### config.mk
export PLATFORM = sky130hd
export DESIGN_NAME = tl_sequencer
export DESIGN_NICKNAME = d
export VERILOG_FILES = /design/src/rtl/tl_seq_pkg.sv /design/src/rtl/tl_tick_timer.sv /design/src/rtl/tl_ped_latch.sv /design/src/rtl/tl_phase_fsm.sv /design/src/rtl/tl_head_decode.sv /design/src/rtl/tl_sequencer.sv
export SDC_FILE = /design/constraint.sdc
export NUM_CORES = 1
export LEC_CHECK = 0
export BUFFER_PORTS_ARGS = -buffer_cell sky130_fd_sc_hd__buf_4
export CELL_PAD_IN_SITES_DETAIL_PLACEMENT = 1
export CELL_PAD_IN_SITES_GLOBAL_PLACEMENT = 2
export CORE_MARGIN = 1
export CORE_UTILIZATION = 34
export CTS_BUF_LIST = sky130_fd_sc_hd__clkbuf_8 sky130_fd_sc_hd__clkbuf_16
export CTS_CLUSTER_DIAMETER = 150
export DETAILED_ROUTE_END_ITERATION = 16
export HOLD_SLACK_MARGIN = 0.08
export PLACE_DENSITY_LB_ADDON = 0.1
export SYNTH_ARGS = -nofsm -noshare
export SYNTH_HDL_FRONTEND = slang
export SYNTH_SLANG_ARGS = --single-unit
### constraint.sdc
create_clock -name clk -period 4.02 [get_ports clk]
set_input_delay 0.402 -clock clk [delete_from_list [all_inputs] [get_ports clk]]
set_output_delay 0.402 -clock clk [all_outputs]
set_load 0.05 [all_outputs]
### src/rtl/tl_seq_pkg.sv
package tl_seq_pkg;

  typedef enum logic [3:0] {
    PH_IDLE   = 4'd0,
    PH_A_GO   = 4'd1,
    PH_A_AMB1 = 4'd2,
    PH_A_TURN = 4'd3,
    PH_A_AMB2 = 4'd4,
    PH_B_GO   = 4'd5,
    PH_B_AMB1 = 4'd6,
    PH_B_TURN = 4'd7,
    PH_B_AMB2 = 4'd8,
    PH_XWALK  = 4'd9,
    PH_XFLASH = 4'd10
  } phase_e;

  localparam logic [1:0] LT_RED   = 2'b00;
  localparam logic [1:0] LT_GO    = 2'b01;
  localparam logic [1:0] LT_AMBER = 2'b10;
  localparam logic [1:0] LT_TURN  = 2'b11;

  function automatic logic is_amber(phase_e ph);
    return (ph == PH_A_AMB1) || (ph == PH_A_AMB2) ||
           (ph == PH_B_AMB1) || (ph == PH_B_AMB2);
  endfunction

  function automatic logic is_held(phase_e ph);
    return (ph == PH_A_GO) || (ph == PH_A_TURN) ||
           (ph == PH_B_GO) || (ph == PH_B_TURN);
  endfunction

  function automatic logic is_timed(phase_e ph);
    return is_amber(ph) || (ph == PH_XWALK) || (ph == PH_XFLASH);
  endfunction

  // Tick budget of a phase; zero means the phase is not timed.
  function automatic int unsigned phase_limit(phase_e ph, int unsigned amb,
                                              int unsigned walk, int unsigned flash);
    if (is_amber(ph))       return amb;
    if (ph == PH_XWALK)     return walk;
    if (ph == PH_XFLASH)    return flash;
    return 0;
  endfunction

  // Light code of one arm head (arm 0 = first arm) for a phase.
  function automatic logic [1:0] head_code(phase_e ph, logic arm);
    logic [3:0] base;
    logic [3:0] rel;
    base = arm ? 4'd5 : 4'd1;
    if (ph < base || ph > base + 4'd3) return LT_RED;
    rel = ph - base;
    case (rel)
      4'd0:    return LT_GO;
      4'd2:    return LT_TURN;
      default: return LT_AMBER;
    endcase
  endfunction

endpackage

### src/rtl/tl_tick_timer.sv
module tl_tick_timer #(
  parameter int unsigned CNT_W = 4
) (
  input  logic             clk,
  input  logic             rst,
  input  logic             tick_en,
  input  logic             restart,
  input  logic [CNT_W-1:0] limit,
  output logic             expire
);
  localparam logic [CNT_W-1:0] CNT_MAX = '1;

  logic [CNT_W-1:0] cnt;
  logic             asrt_live;

  always_ff @(posedge clk) begin
    if (rst)                            cnt <= '0;
    else if (restart)                   cnt <= '0;
    else if (tick_en && cnt != CNT_MAX) cnt <= cnt + 1'b1;
  end

  assign expire = tick_en && (limit != '0) && (cnt == limit - 1'b1);

  always_ff @(posedge clk) begin
    if (rst) asrt_live <= 1'b0;
    else     asrt_live <= 1'b1;
  end

  AST_CNT_BELOW_LIMIT: assert property (@(posedge clk) disable iff (rst || !asrt_live)
    (limit != '0) |-> (cnt < limit));

  AST_CNT_IDLE_NO_TICK: assert property (@(posedge clk) disable iff (rst || !asrt_live)
    (!tick_en && !restart) |=> $stable(cnt));

endmodule

### src/rtl/tl_ped_latch.sv
module tl_ped_latch (
  input  logic clk,
  input  logic rst,
  input  logic ped_req,
  input  logic take,
  output logic pend
);
  logic asrt_live;

  always_ff @(posedge clk) begin
    if (rst) pend <= 1'b0;
    else     pend <= ped_req | (pend & ~take);
  end

  always_ff @(posedge clk) begin
    if (rst) asrt_live <= 1'b0;
    else     asrt_live <= 1'b1;
  end

  AST_PEND_KEPT: assert property (@(posedge clk) disable iff (rst || !asrt_live)
    (pend && !take) |=> pend);

  AST_REQ_CAPTURED: assert property (@(posedge clk) disable iff (rst || !asrt_live)
    ped_req |=> pend);

endmodule

### src/rtl/tl_phase_fsm.sv
module tl_phase_fsm
  import tl_seq_pkg::*;
(
  input  logic   clk,
  input  logic   rst,
  input  logic   sw_req,
  input  logic   arm_sel,
  input  logic   ped_pend,
  input  logic   expire,
  output phase_e ph,
  output logic   ph_chg,
  output logic   enter_walk,
  output logic   arm_end
);
  phase_e nxt;
  logic   served_b;
  logic   asrt_live;

  always_comb begin
    nxt     = ph;
    arm_end = 1'b0;
    unique case (ph)
      PH_IDLE:   if (sw_req) nxt = arm_sel ? PH_B_GO : PH_A_GO;
      PH_A_GO:   if (sw_req) nxt = PH_A_AMB1;
      PH_A_AMB1: if (expire) nxt = PH_A_TURN;
      PH_A_TURN: if (sw_req) nxt = PH_A_AMB2;
      PH_A_AMB2: if (expire) begin
                   arm_end = 1'b1;
                   nxt     = ped_pend ? PH_XWALK : PH_B_GO;
                 end
      PH_B_GO:   if (sw_req) nxt = PH_B_AMB1;
      PH_B_AMB1: if (expire) nxt = PH_B_TURN;
      PH_B_TURN: if (sw_req) nxt = PH_B_AMB2;
      PH_B_AMB2: if (expire) begin
                   arm_end = 1'b1;
                   nxt     = ped_pend ? PH_XWALK : PH_A_GO;
                 end
      PH_XWALK:  if (expire) nxt = PH_XFLASH;
      PH_XFLASH: if (expire) nxt = served_b ? PH_A_GO : PH_B_GO;
      default:   nxt = PH_IDLE;
    endcase
  end

  assign ph_chg     = (nxt != ph);
  assign enter_walk = (nxt == PH_XWALK) && (ph != PH_XWALK);

  always_ff @(posedge clk) begin
    if (rst) begin
      ph       <= PH_IDLE;
      served_b <= 1'b0;
    end else begin
      ph <= nxt;
      if (arm_end) served_b <= (ph == PH_B_AMB2);
    end
  end

  always_ff @(posedge clk) begin
    if (rst) asrt_live <= 1'b0;
    else     asrt_live <= 1'b1;
  end

  AST_HELD_WITHOUT_SW: assert property (@(posedge clk) disable iff (rst || !asrt_live)
    (is_held(ph) && !sw_req) |=> (ph == $past(ph)));

  AST_AMBER_WAITS: assert property (@(posedge clk) disable iff (rst || !asrt_live)
    (is_timed(ph) && !expire) |=> (ph == $past(ph)));

  AST_AMBER_LEAVES: assert property (@(posedge clk) disable iff (rst || !asrt_live)
    (is_timed(ph) && expire) |=> (ph != $past(ph)));

  AST_IDLE_IGNORES_PED: assert property (@(posedge clk) disable iff (rst || !asrt_live)
    (ph == PH_IDLE && !sw_req) |=> (ph == PH_IDLE));

endmodule

### src/rtl/tl_head_decode.sv
module tl_head_decode
  import tl_seq_pkg::*;
#(
  parameter int unsigned N_ARMS = 2
) (
  input  phase_e                 ph,
  output logic [N_ARMS-1:0][1:0] heads,
  output logic                   walk,
  output logic                   flash
);
  for (genvar g = 0; g < N_ARMS; g++) begin : g_arm
    assign heads[g] = head_code(ph, g[0]);
  end

  assign walk  = (ph == PH_XWALK);
  assign flash = (ph == PH_XFLASH);
endmodule

### src/rtl/tl_sequencer.sv
module tl_sequencer
  import tl_seq_pkg::*;
#(
  parameter int unsigned AMBER_TICKS = 2,
  parameter int unsigned WALK_TICKS  = 10,
  parameter int unsigned FLASH_TICKS = 5
) (
  input  logic       clk,
  input  logic       rst,
  input  logic       tick_en,
  input  logic       sw_req,
  input  logic       arm_sel,
  input  logic       ped_req,
  output logic [1:0] arm1_light,
  output logic [1:0] arm2_light,
  output logic       ped_walk,
  output logic       ped_flash,
  output logic       cycle_done
);
  localparam int unsigned MAX_A = (AMBER_TICKS > WALK_TICKS) ? AMBER_TICKS : WALK_TICKS;
  localparam int unsigned MAX_T = (MAX_A > FLASH_TICKS) ? MAX_A : FLASH_TICKS;
  localparam int unsigned CNT_W = $clog2(MAX_T + 1);

  phase_e           ph;
  logic             ph_chg, enter_walk, arm_end, expire, ped_pend;
  logic [CNT_W-1:0] limit;
  logic [1:0][1:0]  heads;
  logic             asrt_live;

  assign limit = CNT_W'(phase_limit(ph, AMBER_TICKS, WALK_TICKS, FLASH_TICKS));

  tl_tick_timer #(.CNT_W(CNT_W)) u_timer (
    .clk(clk), .rst(rst), .tick_en(tick_en), .restart(ph_chg),
    .limit(limit), .expire(expire)
  );

  tl_ped_latch u_ped (
    .clk(clk), .rst(rst), .ped_req(ped_req), .take(enter_walk), .pend(ped_pend)
  );

  tl_phase_fsm u_fsm (
    .clk(clk), .rst(rst), .sw_req(sw_req), .arm_sel(arm_sel),
    .ped_pend(ped_pend), .expire(expire), .ph(ph), .ph_chg(ph_chg),
    .enter_walk(enter_walk), .arm_end(arm_end)
  );

  tl_head_decode #(.N_ARMS(2)) u_dec (
    .ph(ph), .heads(heads), .walk(ped_walk), .flash(ped_flash)
  );

  assign arm1_light = heads[0];
  assign arm2_light = heads[1];

  always_ff @(posedge clk) begin
    if (rst) cycle_done <= 1'b0;
    else     cycle_done <= arm_end;
  end

  always_ff @(posedge clk) begin
    if (rst) asrt_live <= 1'b0;
    else     asrt_live <= 1'b1;
  end

  AST_ONE_ARM_OPEN: assert property (@(posedge clk) disable iff (rst || !asrt_live)
    !((arm1_light != LT_RED) && (arm2_light != LT_RED)));

  AST_CROSSING_ALL_RED: assert property (@(posedge clk) disable iff (rst || !asrt_live)
    (ped_walk || ped_flash) |-> (arm1_light == LT_RED && arm2_light == LT_RED));

  AST_DONE_SINGLE: assert property (@(posedge clk) disable iff (rst || !asrt_live)
    cycle_done |=> !cycle_done);

  AST_WALK_FOLLOWS_END: assert property (@(posedge clk) disable iff (rst || !asrt_live)
    $rose(ped_walk) |-> cycle_done);

  AST_OUT_EXCLUSIVE: assert property (@(posedge clk) disable iff (rst || !asrt_live)
    !(ped_walk && ped_flash));

endmodule

# Word-level counts from Yosys, hierarchy flattened

Cells that the tools add are included.

Add/sub/neg operators: 4
Magnitude comparators: 4
Eq/ne operators: 17
Multiplexer cells: 38
Bitwise gates (word level): 3
Reductions and logical operators: 15

Operators with widths:

| kind                  | count |
|---|---|
| $mux W4               | 18 |
| $pmux W4 S11          | 1 |
| $eq A4 B2 Y1 const B  | 4 |
| $eq A4 B3 Y1 const B  | 4 |
| $eq A4 B4 Y1 const B  | 4 |
| $logic_not A4 Y1      | 3 |
| $mux W1               | 10 |
| $mux W2               | 5 |
| $ne A4 B4 Y1 const B  | 2 |
| $pmux W2 S2           | 2 |
| $sub A4 B1 Y4 const B | 2 |
| $mux W3               | 2 |
| $logic_or A1 B1 Y1    | 5 |
| $add A4 B1 Y4 const B | 1 |
| $eq A4 B1 Y1 const B  | 1 |
| $eq A4 B4 Y1          | 1 |
| $gt A4 B3 Y1 const B  | 1 |
| $gt A4 B4 Y1 const B  | 1 |
| $logic_and A1 B1 Y1   | 4 |
| $lt A4 B1 Y1 const B  | 1 |
| $lt A4 B3 Y1 const B  | 1 |
| $ne A4 B4 Y1          | 1 |
| $reduce_bool A4 Y1    | 1 |
| $reduce_or A2 Y1      | 2 |
| 4 further kinds       | 4 |

Register bits: 11
Output and inout bits: 7

# Logic depth before layout (Yosys ltp)

Gate-level depths: netlist of run 1.

Word-level depth: 21
Mapped depth: 11

# Hierarchy

From an unflattened synthesis of run 1, not the netlist that was laid out.

Cells, all modules: 117
Area total of the unflattened synthesis: 934.6 um2

By module, submodules not included:

| module         | instances | cells each | area each (um2) |
|---|---|---|---|
| tl_phase_fsm   | 1         | 60         | 457.9 |
| tl_tick_timer  | 1         | 36         | 297.8 |
| tl_head_decode | 1         | 10         | 70.1 |
| tl_sequencer   | 1         | 7          | 70.1 |
| tl_ped_latch   | 1         | 4          | 38.8 |

# Worst setup path after synthesis of run 1

OpenSTA, ideal clock, no wires.

Path type: register to register
Start: register u_fsm.ph[3]
End: register u_timer.cnt[0]
Setup time: 0.133 ns
Data arrival time: 2.371 ns
Data required time: 3.887 ns
Setup slack: 1.516 ns
Cell stages (with the launch flop): 11
Path buffers: 2
Cell sequence: dfxtp_1 clkbuf_1 buf_1 nand2_1 and2_1 ha_1 xnor2_1 xnor2_2 a211oi_4 o221a_2 nor4_1

Word-level cells in the longest chain between the ends: 17

RTL lines:

| what                                                | RTL line                             | RTL |
|---|---|---|
| start: declaration                                  | tl_phase_fsm.sv:10                   | `output phase_e ph,` |
| start signal: assignment                            | tl_phase_fsm.sv:52                   | `ph <= nxt;` |
| $eq A4 B2 Y1 or $eq A4 B3 Y1 (tied branches)        | tl_seq_pkg.sv:23, tl_phase_fsm.sv:22 |  |
| $logic_or A1 B1 Y1 (2 in a row)                     | tl_seq_pkg.sv:23                     | `return (ph == PH_A_AMB1) \|\| (ph == PH_A_AMB2) \|\|` |
| $logic_or A1 B1 Y1                                  | tl_seq_pkg.sv:24                     | `(ph == PH_B_AMB1) \|\| (ph == PH_B_AMB2);` |
| $mux W2                                             | tl_seq_pkg.sv:39                     | `if (is_amber(ph)) return amb;` |
| $mux W4                                             | tl_seq_pkg.sv:40                     | `if (ph == PH_XWALK) return walk;` |
| $mux W4                                             | tl_seq_pkg.sv:41                     | `if (ph == PH_XFLASH) return flash;` |
| $mux W4                                             | tl_seq_pkg.sv:42                     | `return 0;` |
| $mux W4                                             | tl_seq_pkg.sv:41                     |  |
| $mux W4                                             | tl_seq_pkg.sv:40                     |  |
| $sub A4 B1 Y4 or $reduce_bool A4 Y1 (tied branches) | tl_tick_timer.sv:22                  | `assign expire = tick_en && (limit != '0) && (cnt == limit - 1'b1);` |
| $eq A4 B4 Y1 or $logic_and A1 B1 Y1 (tied branches) | tl_tick_timer.sv:22                  |  |
| $logic_and A1 B1 Y1                                 | tl_tick_timer.sv:22                  |  |
| $mux W4 (tied with other cells)                     | tl_phase_fsm.sv:39                   | `PH_XFLASH: if (expire) nxt = served_b ? PH_A_GO : PH_B_GO;` |
| $pmux W4 S11                                        | tl_phase_fsm.sv:22                   | `unique case (ph)` |
| $ne A4 B4 Y1 (*)                                    | tl_phase_fsm.sv:44                   | `assign ph_chg = (nxt != ph);` |
| $reduce_or A2 Y1 (no line) (*)                      | -                                    |  |
| end signal: assignment                              | tl_tick_timer.sv:19                  | `else if (tick_en && cnt != CNT_MAX) cnt <= cnt + 1'b1;` |
| end: declaration                                    | tl_tick_timer.sv:13                  | `logic [CNT_W-1:0] cnt;` |

Every way passes the cells marked *; elsewhere a longest branch is shown, timed or not. The select of a mux whose other input is x is not followed.
A chain may end at the register's enable or synchronous reset.

# Worst setup path in the final report of run 1

Start: register u_fsm.ph[1]
End: register u_timer.cnt[0]

Same word-level chain as after synthesis.

==> run_summary.xml, run 1 <==
<?xml version="1.0" encoding="UTF-8"?>
<metrics>
  <group name="clocking">
    <metric name="htreeDepth" unit="">1</metric>
    <metric name="clkLatencyLatePin" unit="ps">240</metric>
    <metric name="post_cts_resized" unit="">0</metric>
    <metric name="post_cts.repair.setup_buffers" unit="">0</metric>
    <metric name="cts_root_buf" unit="">sky130_fd_sc_hd__clkbuf_8</metric>
    <metric name="cts_buffers" unit="">3</metric>
    <metric name="path_clk_slew" unit="ps">50</metric>
    <metric name="clockBufferDepth" unit="">2</metric>
    <metric name="cts_hold_buf" unit="">0</metric>
    <metric name="clock-sinks" unit="">11</metric>
    <metric name="tritoncts" unit="">yes</metric>
  </group>
  <group name="timing">
    <metric name="rsz0062_at_grt" unit="">no</metric>
    <metric name="finalCritPeriodShare" unit="%">71.8</metric>
    <metric name="max_slew_margin" unit="%">52.4</metric>
    <metric name="final.setup_skew" unit="ps">3.99</metric>
    <metric name="finalWorstPathRequiredPeriod" unit="ps">2890</metric>
    <metric name="timing_worst_slew_pin_value" unit="ps">713</metric>
    <metric name="timing.final.hold_violations" unit="">0</metric>
    <metric name="timing_max_transition_violations_final" unit="">0</metric>
    <metric name="fin_setup_tns" unit="ps">0</metric>
    <metric name="achievable-frequency" unit="GHz">0.346</metric>
    <metric name="finalSetupViolations" unit="">0</metric>
  </group>
  <group name="cells_and_area">
    <metric name="final.fill_count" unit="">327</metric>
    <metric name="number_of_nets_in_the_layout" unit="">138</metric>
    <metric name="area_growth" unit="%">15.0</metric>
    <metric name="stdcell_count" unit="">158</metric>
    <metric name="num_antenna_cells" unit="">0</metric>
    <metric name="post_route_cells_drive_above_1_share" unit="%">19.5</metric>
  </group>
  <group name="run">
    <metric name="maxCapViolations" unit="">0</metric>
  </group>
  <group name="place">
    <metric name="io_buffer_count" unit="">12</metric>
    <metric name="dp.cells" unit="">154</metric>
    <metric name="place_hpwl" unit="um">2020</metric>
    <metric name="gp_routability_congestion" unit="">0.824</metric>
  </group>
  <group name="yosys">
    <metric name="synth-async-reset-ratio" unit="%">0</metric>
    <metric name="synth_fp_nets" unit="">129</metric>
    <metric name="synth_common_cells" unit="">sky130_fd_sc_hd__dfxtp_1, sky130_fd_sc_hd__nor2_1, sky130_fd_sc_hd__nand2_1, sky130_fd_sc_hd__nand3_1</metric>
    <metric name="cell_types_occupying_the_most_area_after_synthesis" unit="">sky130_fd_sc_hd__dfxtp_1, sky130_fd_sc_hd__nand3_1, sky130_fd_sc_hd__ha_1, sky130_fd_sc_hd__nor2_1, sky130_fd_sc_hd__xnor2_1</metric>
    <metric name="synth_most_common_cell" unit="">sky130_fd_sc_hd__dfxtp_1</metric>
    <metric name="postSynth.topFlopCell" unit="">sky130_fd_sc_hd__dfxtp_1</metric>
    <metric name="synth_seq_cells" unit="">11</metric>
    <metric name="netlist-cell-type-count" unit="">48</metric>
    <metric name="synth_enable_flop_cells" unit="">0</metric>
    <metric name="yosysWarningCount" unit="">0</metric>
    <metric name="post_synth.cell_area_avg" unit="um^2">7.73</metric>
    <metric name="cell_type_with_the_highest_aggregate_area_in_the_netlist" unit="">sky130_fd_sc_hd__dfxtp_1</metric>
    <metric name="postSynthCellCount" unit="">120</metric>
    <metric name="sequential_area_share_after_synthesis" unit="%">23.8</metric>
    <metric name="netlist_area" unit="um^2">927</metric>
    <metric name="synth_top_area_share" unit="%">23.8</metric>
  </group>
  <group name="grt">
    <metric name="via_count_of_the_first_global_routing_pass" unit="">890</metric>
    <metric name="grt_first_pass_wirelength" unit="um">4470</metric>
    <metric name="number_of_antenna_violations_at_the_first_check_in_global_routing" unit="">0</metric>
    <metric name="pin_count_of_the_biggest_net_entering_global_routing" unit="">23</metric>
    <metric name="grt_remaining_overflow" unit="">0</metric>
    <metric name="track_usage" unit="%">22.2</metric>
  </group>
  <group name="floorplanning">
    <metric name="start_util" unit="%">36.8</metric>
    <metric name="fp.dieH" unit="um">54.2</metric>
    <metric name="core.rowCount" unit="">18</metric>
    <metric name="io_pins" unit="">13</metric>
    <metric name="die_area" unit="mm^2">0.00294</metric>
    <metric name="core_area" unit="mm^2">0.00252</metric>
    <metric name="die_x" unit="um">54.2</metric>
  </group>
  <group name="detailed_routing">
    <metric name="drcViolationCount" unit="">0</metric>
    <metric name="routed_wirelength" unit="um">2720</metric>
    <metric name="viasPerCell" unit="">5.89</metric>
    <metric name="drt_iter0_markers" unit="">19</metric>
    <metric name="num_vias" unit="">930</metric>
    <metric name="wl_per_cell" unit="um">17.2</metric>
    <metric name="detail-route-antenna-nets" unit="">0</metric>
    <metric name="drtPass1Iterations" unit="">4</metric>
  </group>
  <group name="critical_path">
    <metric name="worst_r2r_startpoint" unit="">u_fsm.ph[1]</metric>
    <metric name="worstPathArrival" unit="ps">3000</metric>
    <metric name="cp-end-kind" unit="">register</metric>
    <metric name="cp_num_buf_inv" unit="">0</metric>
    <metric name="critical_path.top_delay_family" unit="">simple AND/OR/NAND/NOR gates</metric>
    <metric name="rrSetupSlack" unit="ps">1130</metric>
    <metric name="cp.depth" unit="">9</metric>
    <metric name="cp_cell_sequence" unit="">nor2_1, or3_1, and2_1, ha_1, xnor2_1, xnor2_2, a211oi_4, o221a_2, nor4_1</metric>
    <metric name="regToRegEndpoint" unit="">u_timer.cnt[0]</metric>
    <metric name="criticalPathCategory" unit="">register to register</metric>
    <metric name="startpoint_type" unit="">register</metric>
    <metric name="crit_slowest_cell" unit="">sky130_fd_sc_hd__dfxtp_1</metric>
    <metric name="critical_path.max_stage_delay" unit="ps">590</metric>
    <metric name="cp.required" unit="ps">4140</metric>
    <metric name="timing.critical_path.fanout_max" unit="">13</metric>
    <metric name="ff2ff_path_depth" unit="">9</metric>
  </group>
  <group name="pwr">
    <metric name="vdd.ir_drop.worst" unit="mV">0.187</metric>
    <metric name="cellLeakagePower" unit="nW">0.413</metric>
    <metric name="power-per-cell-area" unit="mW/mm^2">440</metric>
  </group>
  <group name="worst_hold_path">
    <metric name="hp-start" unit="">rst</metric>
    <metric name="min_to" unit="">u_fsm.served_b</metric>
    <metric name="min_delay_worst_type" unit="">input pin to register</metric>
    <metric name="hold_depth" unit="">2</metric>
  </group>
  <group name="status">
    <metric name="outcome" unit="">complete, no violations</metric>
  </group>
</metrics>
==> sequential cells by signal (all words and copies together), names as in the netlist <==
signal	cells
u_fsm.ph	4
u_timer.cnt	4
cycle_done	1
u_fsm.served_b	1
u_ped.pend	1
==> how the worst max path moves through the flow <==
stage                      to  slack, ps        start
3_5_place_dp   u_timer.cnt[2]       1150  u_fsm.ph[1]
5_1_grt        u_timer.cnt[0]        920  u_fsm.ph[1]
2_1_floorplan  u_timer.cnt[0]       1520  u_fsm.ph[3]
6_report       u_timer.cnt[0]       1130  u_fsm.ph[1]
3_3_place_gp   u_timer.cnt[2]       1170  u_fsm.ph[1]
4_1_cts        u_timer.cnt[0]       1140  u_fsm.ph[1]
==> report_power, final <==
| part | internal, mW | switching [mW] | leakage, nW |
|---|---|---|---|
| logic | 0.0806 | 0.123 | 0.298 |
| clock network | 0.0683 | 0.0446 | 0.0255 |
| registers | 0.120 | 0.0327 | 0.0899 |
==> cell usage in the layout, fill, tap and decap left out, types with 2 or more instances in the layout <==
cell                       count
sky130_fd_sc_hd__o21ai_0       6
sky130_fd_sc_hd__xor2_1        3
sky130_fd_sc_hd__o211ai_1      2
sky130_fd_sc_hd__nor3b_1       3
sky130_fd_sc_hd__ha_1          3
sky130_fd_sc_hd__nand2_1       8
sky130_fd_sc_hd__nand3_1       8
sky130_fd_sc_hd__nor4_1        3
sky130_fd_sc_hd__inv_1         5
sky130_fd_sc_hd__a21oi_1       6
sky130_fd_sc_hd__buf_4        13
sky130_fd_sc_hd__a31oi_1       2
sky130_fd_sc_hd__xnor2_1       4
sky130_fd_sc_hd__nand2b_1      2
sky130_fd_sc_hd__nor3_1        5
sky130_fd_sc_hd__dfxtp_1      11
sky130_fd_sc_hd__o221a_2       2
sky130_fd_sc_hd__or3_1         2
sky130_fd_sc_hd__clkbuf_8      3
sky130_fd_sc_hd__nor2_1       10
==> metal layers <==
metal  track usage (%)  up-vias  part of all wire [%]
met1              30.5      452                    49
li1                  -      456                     -
met4              13.2        0                   2.5
met5                 0        -                     0
met2              30.7       16                    45
met3              5.56        6                   3.3
==> kinds of logic after synthesis <==
logic type | share of synthesized area [%]
and+or+nand+nor | 31.2
xor gates and xnor gates | 8.37
buffers and inverters | 7.42
adders and majority gates | 4.05
AOI/OAI and AO/OA | 24.2
DFF | 23.8
muxes | 1.08
==> stage by stage <==
step | hold WS [ps] | instance area, um^2 | power, mW | util, % | worst slack, ps
after floorplan | 465 | 927 | 0.307 | - | 1520
after global placement | 511 | 1020 | 0.352 | 40.4 | 1170
after detailed placement | 511 | 1020 | 0.357 | 40.4 | 1150
after CTS | 418 | 1070 | 0.471 | 42.3 | 1140
after global routing | 430 | 1070 | 0.503 | 42.3 | 919
final | 422 | 1070 | 0.469 | 42.3 | 1130
==> final cells by class <==
cell class              count  area [um^2]  share of cell area [%]
multi-input cells          93          638                    59.9
flip-flops and latches     11          220                    20.7
repair buffers             13         97.6                    9.15
clock buffers               3         41.3                    3.87
well taps                  30         37.5                    3.52
inverters                   7         26.3                    2.46
clock inverters             1         5.00                   0.469
Power figures use the tool's default switching activity.
==> inputs of run 2 (changes only) <==
ABC_AREA = 1   (was unset)
CORE_UTILIZATION = 32   (was 34)
clock period = 2.7 ns   (was 4.02 ns; I/O delays follow)
==> run 2 against run 1 <==
Worst hold slack got worse by 200 ps; sequential cell count unchanged; routed wire length decreased by 3.9%; power increased by 22%; synthesized cell count increased by 23%; highest routed layer unchanged; global-route usage decreased by 4.6 points; critical path type unchanged; count of clock-buffer cells in the layout unchanged; largest power group unchanged; largest cell class unchanged.
==> run_summary.xml, run 2 <==
<?xml version="1.0" encoding="UTF-8"?>
<metrics>
  <group name="critical_path">
    <metric name="ff2ff_path_depth" unit="">16</metric>
    <metric name="startpoint_type" unit="">register</metric>
    <metric name="worstPathArrival" unit="ps">2530</metric>
    <metric name="timing.critical_path.fanout_max" unit="">6</metric>
    <metric name="cp-end-kind" unit="">register</metric>
    <metric name="cp.required" unit="ps">2830</metric>
    <metric name="criticalPathCategory" unit="">register to register</metric>
    <metric name="regToRegEndpoint" unit="">u_timer.cnt[2]</metric>
    <metric name="worst_r2r_startpoint" unit="">u_fsm.ph[3]</metric>
    <metric name="rrSetupSlack" unit="ps">300</metric>
  </group>
  <group name="yosys">
    <metric name="post_synth_and_or_nand_nor_area_fraction" unit="%">42.2</metric>
    <metric name="post_synthesis_compound_gate_area_fraction" unit="%">18.7</metric>
    <metric name="synth_top_area_share" unit="%">20.9</metric>
    <metric name="postSynth.topFlopCell" unit="">sky130_fd_sc_hd__dfxtp_1</metric>
    <metric name="synth_common_cells" unit="">sky130_fd_sc_hd__nand2_1, sky130_fd_sc_hd__inv_1, sky130_fd_sc_hd__nor2_1</metric>
    <metric name="post_synth.cell_area_avg" unit="um^2">7.18</metric>
    <metric name="yosys.area_share.adder" unit="%">3.56</metric>
    <metric name="cell_type_with_the_highest_aggregate_area_in_the_netlist" unit="">sky130_fd_sc_hd__dfxtp_1</metric>
    <metric name="sequential_area_share_after_synthesis" unit="%">20.9</metric>
    <metric name="netlist-cell-type-count" unit="">30</metric>
    <metric name="muxShareOfSynthArea" unit="%">0</metric>
    <metric name="synth_seq_cells" unit="">11</metric>
    <metric name="yosysWarningCount" unit="">0</metric>
    <metric name="cell_types_occupying_the_most_area_after_synthesis" unit="">sky130_fd_sc_hd__dfxtp_1, sky130_fd_sc_hd__nand2_1, sky130_fd_sc_hd__inv_1, sky130_fd_sc_hd__nand2_4, sky130_fd_sc_hd__nor2_1</metric>
    <metric name="synth_most_common_cell" unit="">sky130_fd_sc_hd__nand2_1</metric>
    <metric name="synth_enable_flop_cells" unit="">0</metric>
    <metric name="netlist_area" unit="mm^2">0.00105</metric>
    <metric name="synth_top_family_by_area" unit="">simple AND/OR/NAND/NOR gates</metric>
    <metric name="postSynthCellCount" unit="">147</metric>
    <metric name="synth_fp_nets" unit="">156</metric>
    <metric name="synth_xor_area_share" unit="%">4.03</metric>
    <metric name="synth-async-reset-ratio" unit="%">0</metric>
  </group>
  <group name="pwr">
    <metric name="cellLeakagePower" unit="nW">0.632</metric>
    <metric name="p_sw_share" unit="%">39.2</metric>
    <metric name="vdd.ir_drop.worst" unit="mV">0.377</metric>
    <metric name="p_clk_share" unit="%">29.4</metric>
    <metric name="p_int" unit="mW">0.347</metric>
    <metric name="p_switching" unit="mW">0.224</metric>
    <metric name="p_seq_share" unit="%">32.2</metric>
    <metric name="power-per-cell-area" unit="mW/mm^2">456</metric>
    <metric name="power.combinational.fraction" unit="%">38.4</metric>
  </group>
  <group name="place">
    <metric name="place_worst_setup_slack" unit="ps">178</metric>
    <metric name="post_dp_cell_area" unit="mm^2">0.00121</metric>
    <metric name="gp_routability_congestion" unit="">0.794</metric>
    <metric name="place_hpwl" unit="um">2180</metric>
    <metric name="io_buffer_count" unit="">12</metric>
    <metric name="dp.cells" unit="">205</metric>
  </group>
  <group name="clocking">
    <metric name="clockBufferDepth" unit="">2</metric>
    <metric name="path_clk_slew" unit="ps">50</metric>
    <metric name="post_cts_resized" unit="">0</metric>
    <metric name="tritoncts" unit="">yes</metric>
    <metric name="cts_buffers" unit="">3</metric>
    <metric name="clock-sinks" unit="">11</metric>
    <metric name="post_cts.repair.setup_buffers" unit="">0</metric>
    <metric name="clkLatencyLatePin" unit="ps">240</metric>
    <metric name="htreeDepth" unit="">1</metric>
    <metric name="cts_root_buf" unit="">sky130_fd_sc_hd__clkbuf_8</metric>
    <metric name="cts_hold_buf" unit="">0</metric>
  </group>
  <group name="detailed_routing">
    <metric name="wl_per_cell" unit="um">12.5</metric>
    <metric name="viasPerCell" unit="">4.66</metric>
    <metric name="num_vias" unit="">973</metric>
    <metric name="detail-route-antenna-nets" unit="">0</metric>
    <metric name="routed_wirelength" unit="um">2610</metric>
    <metric name="drtPass1Iterations" unit="">4</metric>
    <metric name="drt_iter0_markers" unit="">32</metric>
    <metric name="drcViolationCount" unit="">0</metric>
  </group>
  <group name="timing">
    <metric name="timing_max_transition_violations_final" unit="">0</metric>
    <metric name="fin_setup_tns" unit="ps">0</metric>
    <metric name="timing_worst_slew_pin_value" unit="ps">573</metric>
    <metric name="achievable-frequency" unit="GHz">0.417</metric>
    <metric name="timing.final.hold_violations" unit="">0</metric>
    <metric name="max_slew_margin" unit="%">61.4</metric>
    <metric name="rsz0062_at_grt" unit="">no</metric>
    <metric name="finalSetupViolations" unit="">0</metric>
    <metric name="finalCritPeriodShare" unit="%">88.8</metric>
    <metric name="finalWorstPathRequiredPeriod" unit="ps">2400</metric>
    <metric name="final.setup_skew" unit="ps">0.396</metric>
    <metric name="hold-worst-slack" unit="ps">223</metric>
    <metric name="layout_setup_ws" unit="ps">302</metric>
  </group>
  <group name="worst_hold_path">
    <metric name="min_delay_worst_type" unit="">input pin to register</metric>
    <metric name="min_to" unit="">u_ped.pend</metric>
    <metric name="hold_depth" unit="">2</metric>
    <metric name="hp-start" unit="">rst</metric>
  </group>
  <group name="grt">
    <metric name="track_usage" unit="%">17.6</metric>
    <metric name="grt_remaining_overflow" unit="">0</metric>
    <metric name="via_count_of_the_first_global_routing_pass" unit="">977</metric>
    <metric name="number_of_antenna_violations_at_the_first_check_in_global_routing" unit="">0</metric>
    <metric name="grt_first_pass_wirelength" unit="um">4580</metric>
    <metric name="pin_count_of_the_biggest_net_entering_global_routing" unit="">9</metric>
  </group>
  <group name="cells_and_area">
    <metric name="most_common_cell_after_layout_fill_and_taps_aside" unit="">sky130_fd_sc_hd__nand2_1</metric>
    <metric name="layout_common_cells" unit="">sky130_fd_sc_hd__nand2_1, sky130_fd_sc_hd__inv_1, sky130_fd_sc_hd__buf_4</metric>
    <metric name="largest_registers" unit="">u_fsm.ph: 4 flops, u_timer.cnt: 4 flops</metric>
    <metric name="post_route_cells_drive_above_1_share" unit="%">33.9</metric>
    <metric name="num_antenna_cells" unit="">0</metric>
    <metric name="stdcell_area" unit="mm^2">0.00125</metric>
    <metric name="stdcell_count" unit="">209</metric>
    <metric name="number_of_nets_in_the_layout" unit="">175</metric>
    <metric name="area_growth" unit="%">18.9</metric>
    <metric name="final.fill_count" unit="">399</metric>
  </group>
  <group name="run">
    <metric name="maxCapViolations" unit="">0</metric>
  </group>
  <group name="floorplanning">
    <metric name="start_util" unit="%">34.3</metric>
    <metric name="fp.dieH" unit="um">59.4</metric>
    <metric name="core.rowCount" unit="">20</metric>
    <metric name="io_pins" unit="">13</metric>
    <metric name="core_area" unit="mm^2">0.00308</metric>
    <metric name="die_area" unit="mm^2">0.00353</metric>
    <metric name="die_x" unit="um">59.4</metric>
  </group>
  <group name="status">
    <metric name="outcome" unit="">complete, no violations</metric>
  </group>
</metrics>
## run 2: changes by cell type after synthesis, moves of 6 or more
cell	previous run	this run
sky130_fd_sc_hd__clkbuf_1	6	0
sky130_fd_sc_hd__inv_1	5	18
sky130_fd_sc_hd__nand2_1	8	23
sky130_fd_sc_hd__nand2_2	1	8
sky130_fd_sc_hd__nand2_4	0	6
## run 2: power by group through the flow
stage / sequential, mW / clock, mW / combinational, mW
2_1_floorplan: 0.185 / 0 / 0.168
3_3_place_gp: 0.186 / 0 / 0.218
3_5_place_dp: 0.187 / 0 / 0.220
4_1_cts: 0.184 / 0.174 / 0.222
5_1_grt: 0.185 / 0.184 / 0.244
6_report: 0.184 / 0.168 / 0.219
## run 2: kinds of logic (layout without fill, tap and decap cells)
| family | after synthesis | after routing |
|---|---|---|
| AOI/OAI and AO/OA | 28 | 28 |
| xor gates and xnor gates | 4 | 4 |
| adders and majority gates | 3 | 3 |
| buffers and inverters | 25 | 43 |
| DFF | 11 | 11 |
| and+or+nand+nor | 76 | 76 |
## run 2: worst max-delay path: stages (launching register included)
cell,delay (ps)
sky130_fd_sc_hd__dfxtp_1,450
sky130_fd_sc_hd__nand2_4,120
sky130_fd_sc_hd__nor2_8,170
sky130_fd_sc_hd__inv_1,80
sky130_fd_sc_hd__ha_1,300
sky130_fd_sc_hd__xor2_1,170
sky130_fd_sc_hd__nand4_1,150
sky130_fd_sc_hd__a21oi_4,170
sky130_fd_sc_hd__nand2_4,90
sky130_fd_sc_hd__nand2_2,100
sky130_fd_sc_hd__nand2_2,50
sky130_fd_sc_hd__nand2_2,80
sky130_fd_sc_hd__nand2_1,70
sky130_fd_sc_hd__nand2_1,70
sky130_fd_sc_hd__nand2_1,60
sky130_fd_sc_hd__nand3_2,110
sky130_fd_sc_hd__nor2_1,50
## run 2: how the worst max path moves through the flow
stage,start,end,depth (start not counted)
2_1_floorplan,u_fsm.ph[0],u_timer.cnt[1],18
4_1_cts,u_fsm.ph[1],u_timer.cnt[2],13
3_5_place_dp,u_fsm.ph[1],u_timer.cnt[2],13
5_1_grt,u_fsm.ph[3],u_timer.cnt[1],13
6_report,u_fsm.ph[3],u_timer.cnt[2],16
3_3_place_gp,u_fsm.ph[1],u_timer.cnt[3],16
## run 2: through the flow
| stage | total power [mW] | util, % |
|---|---|---|
| floorplan | 0.353 | - |
| global placement | 0.404 | 39.2 |
| detailed placement | 0.408 | 39.2 |
| CTS | 0.580 | 40.7 |
| global route | 0.613 | 40.7 |
| finish | 0.572 | 40.7 |
## run 2: cell type report
cell class	instances	area (um^2)	area share, %
clock buffer	3	41.3	3.29
clock inverter	1	3.75	0.299
inverter	23	88.8	7.09
multi-input combinational	111	723	57.7
sequential	11	221	17.7
tap	44	55.1	4.39
timing repair buffer	16	120	9.58
## run 2: layer usage
layer	part of all wire [%]	vias up	routed length, um	GRT usage, %
li1	-	506	-	-
met1	53	447	1380	24.9
met2	43	15	1120	26.0
met3	2.3	5	61	2.62
met4	1.9	0	49	8.16
met5	0	-	0	0
